File: config.mk
export PLATFORM = sky130hd
export DESIGN_NAME = tmr_voted_reg
export DESIGN_NICKNAME = d
export VERILOG_FILES = /design/src/rtl/tmr_pkg.sv /design/src/rtl/tmr_voter.sv /design/src/rtl/tmr_domain.sv /design/src/rtl/tmr_voted_reg.sv
export SDC_FILE = /design/constraint.sdc
export NUM_CORES = 1
export LEC_CHECK = 0
export ABC_CLOCK_PERIOD_IN_PS = 1700
export BUFFER_PORTS_ARGS = -buffer_cell sky130_fd_sc_hd__buf_4
export CAP_MARGIN = 20
export CORE_MARGIN = 1.5
export CORE_UTILIZATION = 46
export DETAILED_ROUTE_END_ITERATION = 7
export PLACE_DENSITY_LB_ADDON = 0.05
export SYNTH_ARGS = -nofsm -noshare
export SYNTH_HDL_FRONTEND = slang
export SYNTH_HIERARCHICAL = 1
export SYNTH_SLANG_ARGS = --single-unit
File: constraint.sdc
create_clock -name clk -period 1.7 [get_ports clk]
set_input_delay 0.17 -clock clk [delete_from_list [all_inputs] [get_ports clk]]
set_output_delay 0.17 -clock clk [all_outputs]
set_load 0.02 [all_outputs]
File: src/rtl/tmr_pkg.sv
package tmr_pkg;
  localparam int unsigned NUM_DOM = 3;

  function automatic logic maj3(input logic a, input logic b, input logic c);
    return (a & b) | (a & c) | (b & c);
  endfunction
endpackage

File: src/rtl/tmr_voter.sv
module tmr_voter #(
  parameter int unsigned WIDTH = 8
) (
  input  logic [WIDTH-1:0] a_i,
  input  logic [WIDTH-1:0] b_i,
  input  logic [WIDTH-1:0] c_i,
  output logic [WIDTH-1:0] y_o
);
  for (genvar b = 0; b < WIDTH; b++) begin : g_bit
    assign y_o[b] = tmr_pkg::maj3(a_i[b], b_i[b], c_i[b]);
  end
endmodule

File: src/rtl/tmr_domain.sv
module tmr_domain #(
  parameter int unsigned WIDTH = 8
) (
  input  logic             clk,
  input  logic             rst,
  input  logic             en_i,
  input  logic [WIDTH-1:0] d_i,
  input  logic [WIDTH-1:0] cp_a_i,
  input  logic [WIDTH-1:0] cp_b_i,
  input  logic [WIDTH-1:0] cp_c_i,
  output logic [WIDTH-1:0] store_o,
  output logic [WIDTH-1:0] voted_o
);
  logic [WIDTH-1:0] store_q;

  tmr_voter #(.WIDTH(WIDTH)) u_vote (
    .a_i(cp_a_i), .b_i(cp_b_i), .c_i(cp_c_i), .y_o(voted_o)
  );

  always_ff @(posedge clk) begin
    if (rst)       store_q <= '0;
    else if (en_i) store_q <= d_i;
    else           store_q <= voted_o;
  end

  assign store_o = store_q;


  hold_refresh_chk: assert property (@(posedge clk) disable iff (rst)
    !en_i |=> store_q == $past(voted_o));


  load_take_chk: assert property (@(posedge clk) disable iff (rst)
    en_i |=> store_q == $past(d_i));
endmodule

File: src/rtl/tmr_voted_reg.sv
module tmr_voted_reg #(
  parameter int unsigned WIDTH = 8
) (
  input  logic             clk,
  input  logic             rst,
  input  logic [2:0]       en_i,
  input  logic [WIDTH-1:0] d0_i,
  input  logic [WIDTH-1:0] d1_i,
  input  logic [WIDTH-1:0] d2_i,
  output logic [WIDTH-1:0] q0_o,
  output logic [WIDTH-1:0] q1_o,
  output logic [WIDTH-1:0] q2_o,
  output logic [WIDTH-1:0] q_o,
  output logic             mismatch_o
);
  localparam int unsigned ND = tmr_pkg::NUM_DOM;

  logic [WIDTH-1:0] din   [ND];
  logic [WIDTH-1:0] copy  [ND];
  logic [WIDTH-1:0] voted [ND];

  assign din[0] = d0_i;
  assign din[1] = d1_i;
  assign din[2] = d2_i;

  for (genvar k = 0; k < ND; k++) begin : g_dom
    tmr_domain #(.WIDTH(WIDTH)) u_dom (
      .clk    (clk),
      .rst    (rst),
      .en_i   (en_i[k]),
      .d_i    (din[k]),
      .cp_a_i (copy[0]),
      .cp_b_i (copy[1]),
      .cp_c_i (copy[2]),
      .store_o(copy[k]),
      .voted_o(voted[k])
    );
  end

  tmr_voter #(.WIDTH(WIDTH)) u_final (
    .a_i(voted[0]), .b_i(voted[1]), .c_i(voted[2]), .y_o(q_o)
  );

  assign q0_o = voted[0];
  assign q1_o = voted[1];
  assign q2_o = voted[2];
  assign mismatch_o = (copy[0] != copy[1]) || (copy[1] != copy[2]);


  reset_clear_chk: assert property (@(posedge clk)
    rst |=> (q_o == '0) && !mismatch_o);


  voted_agree_chk: assert property (@(posedge clk) disable iff (rst)
    (q0_o == q_o) && (q1_o == q_o) && (q2_o == q_o));


  heal_next_chk: assert property (@(posedge clk) disable iff (rst)
    (mismatch_o && en_i == 3'b000) |=> !mismatch_o);


  hold_stable_chk: assert property (@(posedge clk) disable iff (rst)
    (!mismatch_o && en_i == 3'b000) |=> $stable(q_o) && !mismatch_o);
endmodule

==> run_results.csv, run 1 <==
group,metric,value,unit
outcome,status,"finished with violations",
outcome,violations,"setup timing",
floorplan,die_w,57.03,um
global_routing,grt_pass1_vias,1119,
yosys,synth_warnings,6,
power,seqPwrFrac,0.530,
critical_path,reg2reg_setup_slack,0.40,ns
detailed_routing,drc,0,
yosys,synth_area,1343,um2
final_layout,area_growth,50.51,%
power,p_switching,321.8,uW
critical_path,path_delay_family,"simple AND/OR/NAND/NOR gates",
power,p_comb_frac,0.229,
placed_design,place_area,1794,um2
job,cap_violations,0,
global_routing,antenna_found_initial,0,
timing,rsz0062_at_grt,"yes",
timing,slew_headroom,0.8276,
power,power_frac_clock,0.241,
power,peakVddDrop,0.5777,mV
timing,finalCritPeriodShare,1.073,
yosys,syn_avg_cell_area,10.25,um2
global_routing,grt-ovfl-total,0,
detailed_routing,vias,1241,
critical_path,r2r-start,"g_dom[2].u_dom/store_o[5]$_SDFF_PP0_",
final_layout,mostFrequentLayoutCells,"buf_4 (62), maj3_2 (32), mux2i_1 (24), nor2_1 (24), dfxtp_2 (13)",
yosys,syn-num-nets,160,
critical_path,path_class,"flop to output port",
critical_path,startpoint,"g_dom[1].u_dom/store_o[5]$_SDFF_PP0_",
detailed_routing,drt_first_pass_iters,4,
yosys,yosysSeqAreaShare,0.3579,
cts,htreeDepth,1,
critical_path,cp_num_cells,4,
cts,numCtsBuffers,3,
power,totalPowerFinal,1187,uW
critical_path,endpoint,"mismatch_o",
yosys,synthCells,131,
floorplan,die_y,57.03,um
timing,setup_viol,3,
placed_design,numPortBuffers,61,
critical_path,cp_data_required_time,1.53,ns
critical_path,max_stage_delay,0.54,ns
placed_design,hpwl,2339,um
timing,setup_tns,-0.2336,ns
critical_path,path_buf_inv,1,
final_layout,multi_input_area,852.1,um2
critical_path,ff2ff_path_depth,5,
cts,cts_buffer_depth,2,
final_layout,design_area,2021,um2
final_layout,antenna_cells,0,
floorplan,core.rowCount,19,
timing,slew_violations,0,
floorplan,core_area,2758,um2
floorplan,die-area,3252,um2
floorplan,num_io_pins,62,
power,p_int,865.3,uW
floorplan,start_util,0.4868,
critical_path,crit_chain,"and3_2 -> o22ai_1 -> or4_4 -> buf_6",
yosys,ys_seq_elements,24,
worst_hold_path,min-delay-path-class,"primary input to flop",
final_layout,final_common_cell,"buf_4",
critical_path,worstSetupEndpointType,"output port",
final_layout,fillerInstances,203,
timing,finalClockSkew,0.003720,ns
critical_path,worstPathArrival,1.65,ns
detailed_routing,antenna_left,0,
detailed_routing,drt_wl_total,3372,um
cts,cts_root_buf,"clkbuf_4",
global_routing,grt_max_degree,25,
final_layout,drive_above_1_share,0.6985,
critical_path,worstSetupStartpointType,"flop",
power,switching_share,0.2711,
timing,hold_violations,0,
critical_path,r2r_end,"g_dom[1].u_dom/store_o[5]$_SDFF_PP0_",
cts,cts_sinks,24,
cts,postCtsHoldBufs,0,
timing,min_period,1.823,ns
final_layout,largest_reg_flops,24,
critical_path,path_max_fanout,5,
final_layout,final_core_util,0.7328,
timing,worst_pin_slew,0.2586,ns
timing,layout_setup_ws,-0.1233,ns
cts,insertion_delay,0.30,ns
cts,cts_tree,"built",
timing,timing.fmax,548.4,MHz
final_layout,register_area,538.0,um2
yosys,synth_cell_types,11,
critical_path,crit_slowest_cell,"or4_4",
detailed_routing,drt-wirelength-per-cell,14.66,um
detailed_routing,via_per_inst,5.396,
global_routing,track_usage,0.2032,
power,power_leakage,0.0009877,uW
power,p_per_area,587.5,nW/um2
final_layout,nets,229,
global_routing,grt_pass1_wl,5175,um
detailed_routing,drtIter0Drc,36,
cts,clkTransAtPathRegs,0.12,ns
placed_design,gp_congestion,0.7975,
==> Yosys cell counts <==
master | instances | area share
and3_1 | 5 | 0.023
and3_2 | 3 | 0.017
buf_1 | 3 | 0.0084
buf_6 | 3 | 0.025
dfxtp_1 | 24 | 0.36
maj3_2 | 32 | 0.27
mux2i_1 | 24 | 0.18
nor2_1 | 24 | 0.067
nor3_1 | 8 | 0.030
o22ai_1 | 4 | 0.019
or4_1 | 1 | 0.0056
==> layer usage <==
| metal | wire length (um) | vias up | share of wire | GRT usage |
|---|---|---|---|---|
| met4 | 23 | 0 | 0.0068 | 0.06977 |
| met1 | 1509 | 588 | 0.45 | 0.2716 |
| met2 | 1707 | 36 | 0.51 | 0.3383 |
| li1 | - | 615 | - | - |
| met5 | 0 | - | 0 | 0 |
| met3 | 132 | 2 | 0.039 | 0.02721 |
==> worst reg2reg max path, stage by stage, from the launching register on <==
cell	delay (ns)
dfxtp_4	0.37
buf_6	0.12
maj3_2	0.33
buf_4	0.15
mux2i_1	0.17
nor2_1	0.06
==> how the worst min path moves through the flow <==
| stage | depth (start not counted) | startpoint | to |
|---|---|---|---|
| 3_3_place_gp | 3 | d2_i[6] | g_dom[2].u_dom/store_o[6]$_SDFF_PP0_ |
| 3_5_place_dp | 3 | d1_i[2] | g_dom[1].u_dom/store_o[2]$_SDFF_PP0_ |
| 5_1_grt | 3 | d0_i[6] | g_dom[0].u_dom/store_o[6]$_SDFF_PP0_ |
| 4_1_cts | 3 | d1_i[2] | g_dom[1].u_dom/store_o[2]$_SDFF_PP0_ |
| 6_report | 3 | d1_i[0] | g_dom[1].u_dom/store_o[0]$_SDFF_PP0_ |
| 2_1_floorplan | 2 | d0_i[0] | g_dom[0].u_dom/store_o[0]$_SDFF_PP0_ |
==> cell type report <==
cell class                 instances  area share
sequential                        24      0.2663
multi-input combinational        101      0.4217
timing repair buffer              70      0.2749
clock buffer                       4     0.01796
tap                               31     0.01920
==> logic make-up (layout without fill, tap and decap cells) <==
logic type / Yosys count / count (layout) / share of synthesized area
buf+inv: 6 / 74 / 0.03355
compound gates: 4 / 4 / 0.01864
fa+ha+maj: 32 / 32 / 0.2684
flops: 24 / 24 / 0.3579
mux: 24 / 24 / 0.1789
simple gates: 41 / 41 / 0.1426
==> power by group through the flow <==
stage	combinational, uW	sequential, uW	clock, uW
after floorplan	149	635	0
after global placement	243	639	0
after detailed placement	247	643	0
after CTS	257	631	302
after global routing	293	635	328
final	272	629	286
==> stage by stage <==
stage / instances / setup WS, ns / hold slack (ns)
after floorplan: 131 / 0.2662 / 0.3172
after global placement: 217 / 0.1991 / 0.4016
after detailed placement: 217 / 0.1449 / 0.4104
after CTS: 223 / -0.1211 / 0.07885
after global routing: 230 / -0.2001 / 0.08170
final: 230 / -0.1233 / 0.09475
==> timing repair <==
item,4_1_cts,5_1_grt
buffers inserted,2,7
pin swaps,2,11
endpoints found under the setup margin,1,9
gates resized for setup,24,26
Power figures use the tool's default switching activity.
==> run 2, diff against run 1 <==
--- a/config.mk
+++ b/config.mk
@@ -9,7 +9,7 @@
 export BUFFER_PORTS_ARGS = -buffer_cell sky130_fd_sc_hd__buf_4
 export CAP_MARGIN = 20
 export CORE_MARGIN = 1.5
-export CORE_UTILIZATION = 46
+export CORE_UTILIZATION = 34
 export DETAILED_ROUTE_END_ITERATION = 7
 export PLACE_DENSITY_LB_ADDON = 0.05
 export SYNTH_ARGS = -nofsm -noshare
==> constraint.sdc (replaced) <==
create_clock -name clk -period 1.7 [get_ports clk]
set_input_delay 0.17 -clock clk [delete_from_list [all_inputs] [get_ports clk]]
set_output_delay 0.17 -clock clk [all_outputs]
set_load 0.005 [all_outputs]
==> run_results.csv, run 2 (synthesis gave the netlist of run 1 again) <==
group,metric,value,unit
floorplan,start_util,0.3613,
critical_path,worstSetupStartpointType,"flop",
placed_design,place_ws,0.1564,ns
timing,timing.fmax,568.2,MHz
outcome,status,"finished with violations",
floorplan,die_w,65.84,um
final_layout,largest_reg_flops,24,
worst_hold_path,min-delay-path-class,"primary input to flop",
timing,rsz0062_at_grt,"yes",
global_routing,antenna_found_initial,0,
detailed_routing,drt-wirelength-per-cell,13.72,um
detailed_routing,drc,0,
timing,slew_headroom,0.8247,
detailed_routing,drt_wl_total,3567,um
cts,clkTransAtPathRegs,0.09,ns
cts,cts_root_buf,"clkbuf_8",
floorplan,die-area,4335,um2
final_layout,multi_input_area,892.1,um2
global_routing,grt-ovfl-total,0,
job,cap_violations,0,
power,p_comb_frac,0.217,
critical_path,worstPathArrival,1.59,ns
final_layout,register_area,553.0,um2
cts,cts_buffer_depth,2,
final_layout,final_common_cell,"buf_4",
final_layout,nets,242,
cts,numCtsBuffers,3,
timing,finalCritPeriodShare,1.035,
timing,slew_violations,0,
final_layout,area_growth,64.86,%
critical_path,path_class,"flop to output port",
detailed_routing,antenna_left,0,
placed_design,numPortBuffers,61,
global_routing,grt_pass1_wl,5492,um
timing,finalClockSkew,0.005772,ns
detailed_routing,drt_first_pass_iters,2,
cts,cts_tree,"built",
global_routing,grt_pass1_vias,1151,
power,power_leakage,0.001083,uW
cts,htreeDepth,1,
placed_design,hpwl,2364,um
detailed_routing,via_per_inst,4.842,
power,switching_share,0.2529,
outcome,violations,"setup timing",
final_layout,instances_no_fill,260,
timing,hold_violations,0,
global_routing,grt_max_degree,25,
placed_design,place_inst,234,
power,power_frac_clock,0.298,
critical_path,path_max_fanout,5,
critical_path,worstSetupEndpointType,"output port",
critical_path,cp_data_required_time,1.53,ns
power,p_switching,324.5,uW
timing,worst_pin_slew,0.2629,ns
final_layout,antenna_cells,0,
floorplan,core.rowCount,22,
detailed_routing,drtIter0Drc,31,
detailed_routing,vias,1259,
cts,postCtsHoldBufs,0,
power,p_int,958.7,uW
floorplan,num_io_pins,62,
power,p_per_area,579.8,nW/um2
cts,cts_sinks,24,
timing,min_period,1.760,ns
timing,layout_setup_ws,-0.05999,ns
final_layout,mostFrequentLayoutCells,"buf_4 (75), maj3_2 (32), mux2i_1 (24), nor2_1 (24), dfxtp_4 (17)",
power,seqPwrFrac,0.484,
floorplan,core_area,3716,um2
global_routing,track_usage,0.1659,
power,peakVddDrop,0.4742,mV
final_layout,drive_above_1_share,0.7358,
final_layout,fillerInstances,339,
floorplan,die_y,65.84,um
cts,insertion_delay,0.26,ns
placed_design,gp_congestion,0.7187,
timing,setup_viol,3,
==> run 2: changes by cell type in the layout (fill, tap and decap cells not counted), sizes merged <==
| cell | delta |
|---|---|
| buf | +13 |
==> run 2: worst paths after layout <==
kind	startpoint	slack (ns)	cells after the start	end
max	g_dom[0].u_dom/store_o[7]$_SDFF_PP0_	-0.06	4	mismatch_o
min	d2_i[7]	0.14	3	g_dom[2].u_dom/store_o[7]$_SDFF_PP0_
max reg2reg	g_dom[0].u_dom/store_o[5]$_SDFF_PP0_	0.43	5	g_dom[2].u_dom/store_o[5]$_SDFF_PP0_
min reg2reg	g_dom[1].u_dom/store_o[3]$_SDFF_PP0_	0.75	3	g_dom[1].u_dom/store_o[3]$_SDFF_PP0_
==> run 2: stage by stage <==
stage / power (uW) / instance area [um2] / hold WS [ns] / util / TNS, ns
final: 1283 / 2213 / 0.1354 / 0.5956 / -0.07926
after global routing: 1362 / 2213 / 0.1403 / 0.5956 / -0.3575
after CTS: 1262 / 2003 / 0.1337 / 0.5391 / -0.06714
after detailed placement: 862.4 / 1815 / 0.4116 / 0.4886 / 0
after global placement: 855.0 / 1815 / 0.4018 / 0.4886 / 0
after floorplan: 756.8 / 1343 / 0.3172 / - / 0
==> run 2: layout make-up <==
class	instances	area share
flip-flops and latches	24	0.2499
well taps	48	0.02713
multi-input cells	101	0.4031
clock buffers	4	0.02487
repair buffers	83	0.2951
==> run 2: what timing repair did <==
item,in CTS,in global routing
pin swaps,8,15
hold endpoints to repair,0,0
setup buffers,7,15
gates resized for setup,39,24
endpoints found under the setup margin,1,4
==> run 2: per-layer routing <==
metal | GRT usage | part of all wire
met2 | 0.2917 | 0.50
met1 | 0.2065 | 0.44
met3 | 0.03918 | 0.054
met4 | 0.03125 | 0.0039
met5 | 0 | 0
==> run 2: power groups by stage <==
stage	Sequential (uW)	Clock, uW	Combinational (uW)
5_1_grt	627	428	307
3_3_place_gp	639	0	216
2_1_floorplan	635	0	122
4_1_cts	623	397	242
3_5_place_dp	642	0	220
6_report	622	383	279
==> run 2: worst max-delay path: stages (launching register included) <==
cell     delay [ns]
dfxtp_4        0.37
nor3_2         0.20
o22ai_2        0.08
or4_1          0.52
buf_4          0.15
==> run 3, diff against run 2 <==
--- a/config.mk
+++ b/config.mk
@@ -6,11 +6,11 @@
 export NUM_CORES = 1
 export LEC_CHECK = 0
 export ABC_CLOCK_PERIOD_IN_PS = 1700
-export BUFFER_PORTS_ARGS = -buffer_cell sky130_fd_sc_hd__buf_4
 export CAP_MARGIN = 20
 export CORE_MARGIN = 1.5
 export CORE_UTILIZATION = 34
 export DETAILED_ROUTE_END_ITERATION = 7
+export DONT_BUFFER_PORTS = 1
 export PLACE_DENSITY_LB_ADDON = 0.05
 export SYNTH_ARGS = -nofsm -noshare
 export SYNTH_HDL_FRONTEND = slang
==> run_results.csv, run 3 (synthesis gave the netlist of run 1 again) <==
group,metric,value,unit
detailed_routing,drc,0,
timing,setup_viol,0,
cts,cts_sinks,24,
timing,holdWs,0.05894,ns
power,power_leakage,0.0006145,uW
floorplan,die-area,4335,um2
placed_design,gp_congestion,0.7040,
timing,finalClockSkew,0.0009765,ns
power,peakVddDrop,0.3228,mV
critical_path,cp_data_required_time,1.53,ns
global_routing,grt-ovfl-total,0,
power,p_per_area,746.4,nW/um2
cts,numCtsBuffers,3,
critical_path,worstSetupEndpointType,"output port",
detailed_routing,antenna_left,0,
timing,timing.fmax,604.2,MHz
power,switching_share,0.2406,
floorplan,num_io_pins,62,
global_routing,track_usage,0.1412,
final_layout,final_common_cell,"maj3_2",
final_layout,fillerInstances,385,
cts,clkTransAtPathRegs,0.08,ns
final_layout,largest_reg_flops,24,
power,power_frac_clock,0.297,
floorplan,core.rowCount,22,
timing,hold_violations,0,
critical_path,startpoint,"g_dom[1].u_dom/store_o[2]$_SDFF_PP0_",
floorplan,die_y,65.84,um
cts,cts_root_buf,"clkbuf_8",
placed_design,numPortBuffers,0,
timing,slew_violations,0,
final_layout,antenna_cells,0,
job,cap_violations,0,
detailed_routing,via_per_inst,5.339,
placed_design,hpwl,2118,um
final_layout,area_growth,7.362,%
critical_path,worstPathArrival,1.49,ns
critical_path,r2r-start,"g_dom[2].u_dom/store_o[4]$_SDFF_PP0_",
floorplan,die_w,65.84,um
cts,cts_buffer_depth,2,
worst_hold_path,hp-start,"d2_i[0]",
critical_path,path_class,"flop to output port",
floorplan,start_util,0.3613,
power,p_int,817.0,uW
placed_design,place_inst,173,
timing,slew_headroom,0.3799,
timing,min_period,1.655,ns
global_routing,grt_max_degree,25,
final_layout,mostFrequentLayoutCells,"maj3_2 (32), mux2i_1 (24), nor2_1 (24)",
global_routing,grt_pass1_wl,4485,um
power,p_comb_frac,0.116,
worst_hold_path,min-delay-path-class,"primary input to flop",
timing,finalCritPeriodShare,0.9736,
cts,cts_tree,"built",
cts,htreeDepth,1,
final_layout,drive_above_1_share,0.4186,
global_routing,grt_pass1_vias,940,
detailed_routing,drt-wirelength-per-cell,16.36,um
cts,insertion_delay,0.26,ns
floorplan,core_area,3716,um2
detailed_routing,vias,945,
timing,setup_tns,0,ns
critical_path,worstSetupStartpointType,"flop",
final_layout,instances_no_fill,177,
critical_path,path_max_fanout,5,
power,p_switching,258.9,uW
global_routing,antenna_found_initial,0,
outcome,status,"finished, final reports clean",
detailed_routing,drtIter0Drc,26,
detailed_routing,drt_first_pass_iters,3,
timing,worst_pin_slew,0.9271,ns
detailed_routing,drt_wl_total,2896,um
power,seqPwrFrac,0.587,
cts,cts_setup_buffers,0,
final_layout,nets,160,
-- run 3: what timing repair did --
item                                   in CTS  in global routing
hold buffers                                1                  0
setup endpoints to repair                   1                  1
endpoints found under the hold margin      24                  0
gates cloned                                0                  0
gates resized for setup                     6                 12
-- run 3: critical path, stage by stage (launching register included) --
cell and delay [ns]:
dfxtp_2 0.39, and3_2 0.19, o22ai_1 0.10, or4_1 0.55
-- run 3: worst paths after layout --
kind	endpoint	depth (start not counted)	slack [ns]
min reg2reg	g_dom[0].u_dom/store_o[5]$_SDFF_PP0_	3	0.76
max	mismatch_o	3	0.04
min	g_dom[2].u_dom/store_o[0]$_SDFF_PP0_	2	0.06
max reg2reg	g_dom[2].u_dom/store_o[4]$_SDFF_PP0_	3	0.64
-- run 3: area by class of cell --
class	instances	area, um2	share of cell area
clock buffer	3	41.29	0.02865
multi-input combinational	101	827.0	0.5738
sequential	24	503.0	0.3490
tap	48	60.06	0.04167
timing repair buffer	1	10.01	0.006944
-- run 3: per-layer routing --
metal	vias to the layer above	share of wire	GRT usage
li1	473	-	-
met1	436	0.43	0.1751
met2	34	0.48	0.2298
met3	2	0.074	0.05111
met4	0	0.0079	0.03906
met5	-	0	0
-- run 3: through the flow --
stage	worst slack (ns)	instance area, um2	total power, uW	utilization
after CTS	0.001467	1420	1098	0.3822
final	0.04480	1441	1076	0.3879
after global placement	0.2966	1358	752.6	0.3653
after floorplan	0.3724	1343	756.8	-
after detailed placement	0.2812	1358	756.0	0.3653
after global routing	-0.006223	1441	1146	0.3879
-- run 3: power groups by stage --
stage	registers, uW	clock network, uW	logic, uW
3_5_place_dp	642	0	114
6_report	632	319	124
2_1_floorplan	635	0	122
4_1_cts	631	340	127
5_1_grt	639	368	139
3_3_place_gp	640	0	112
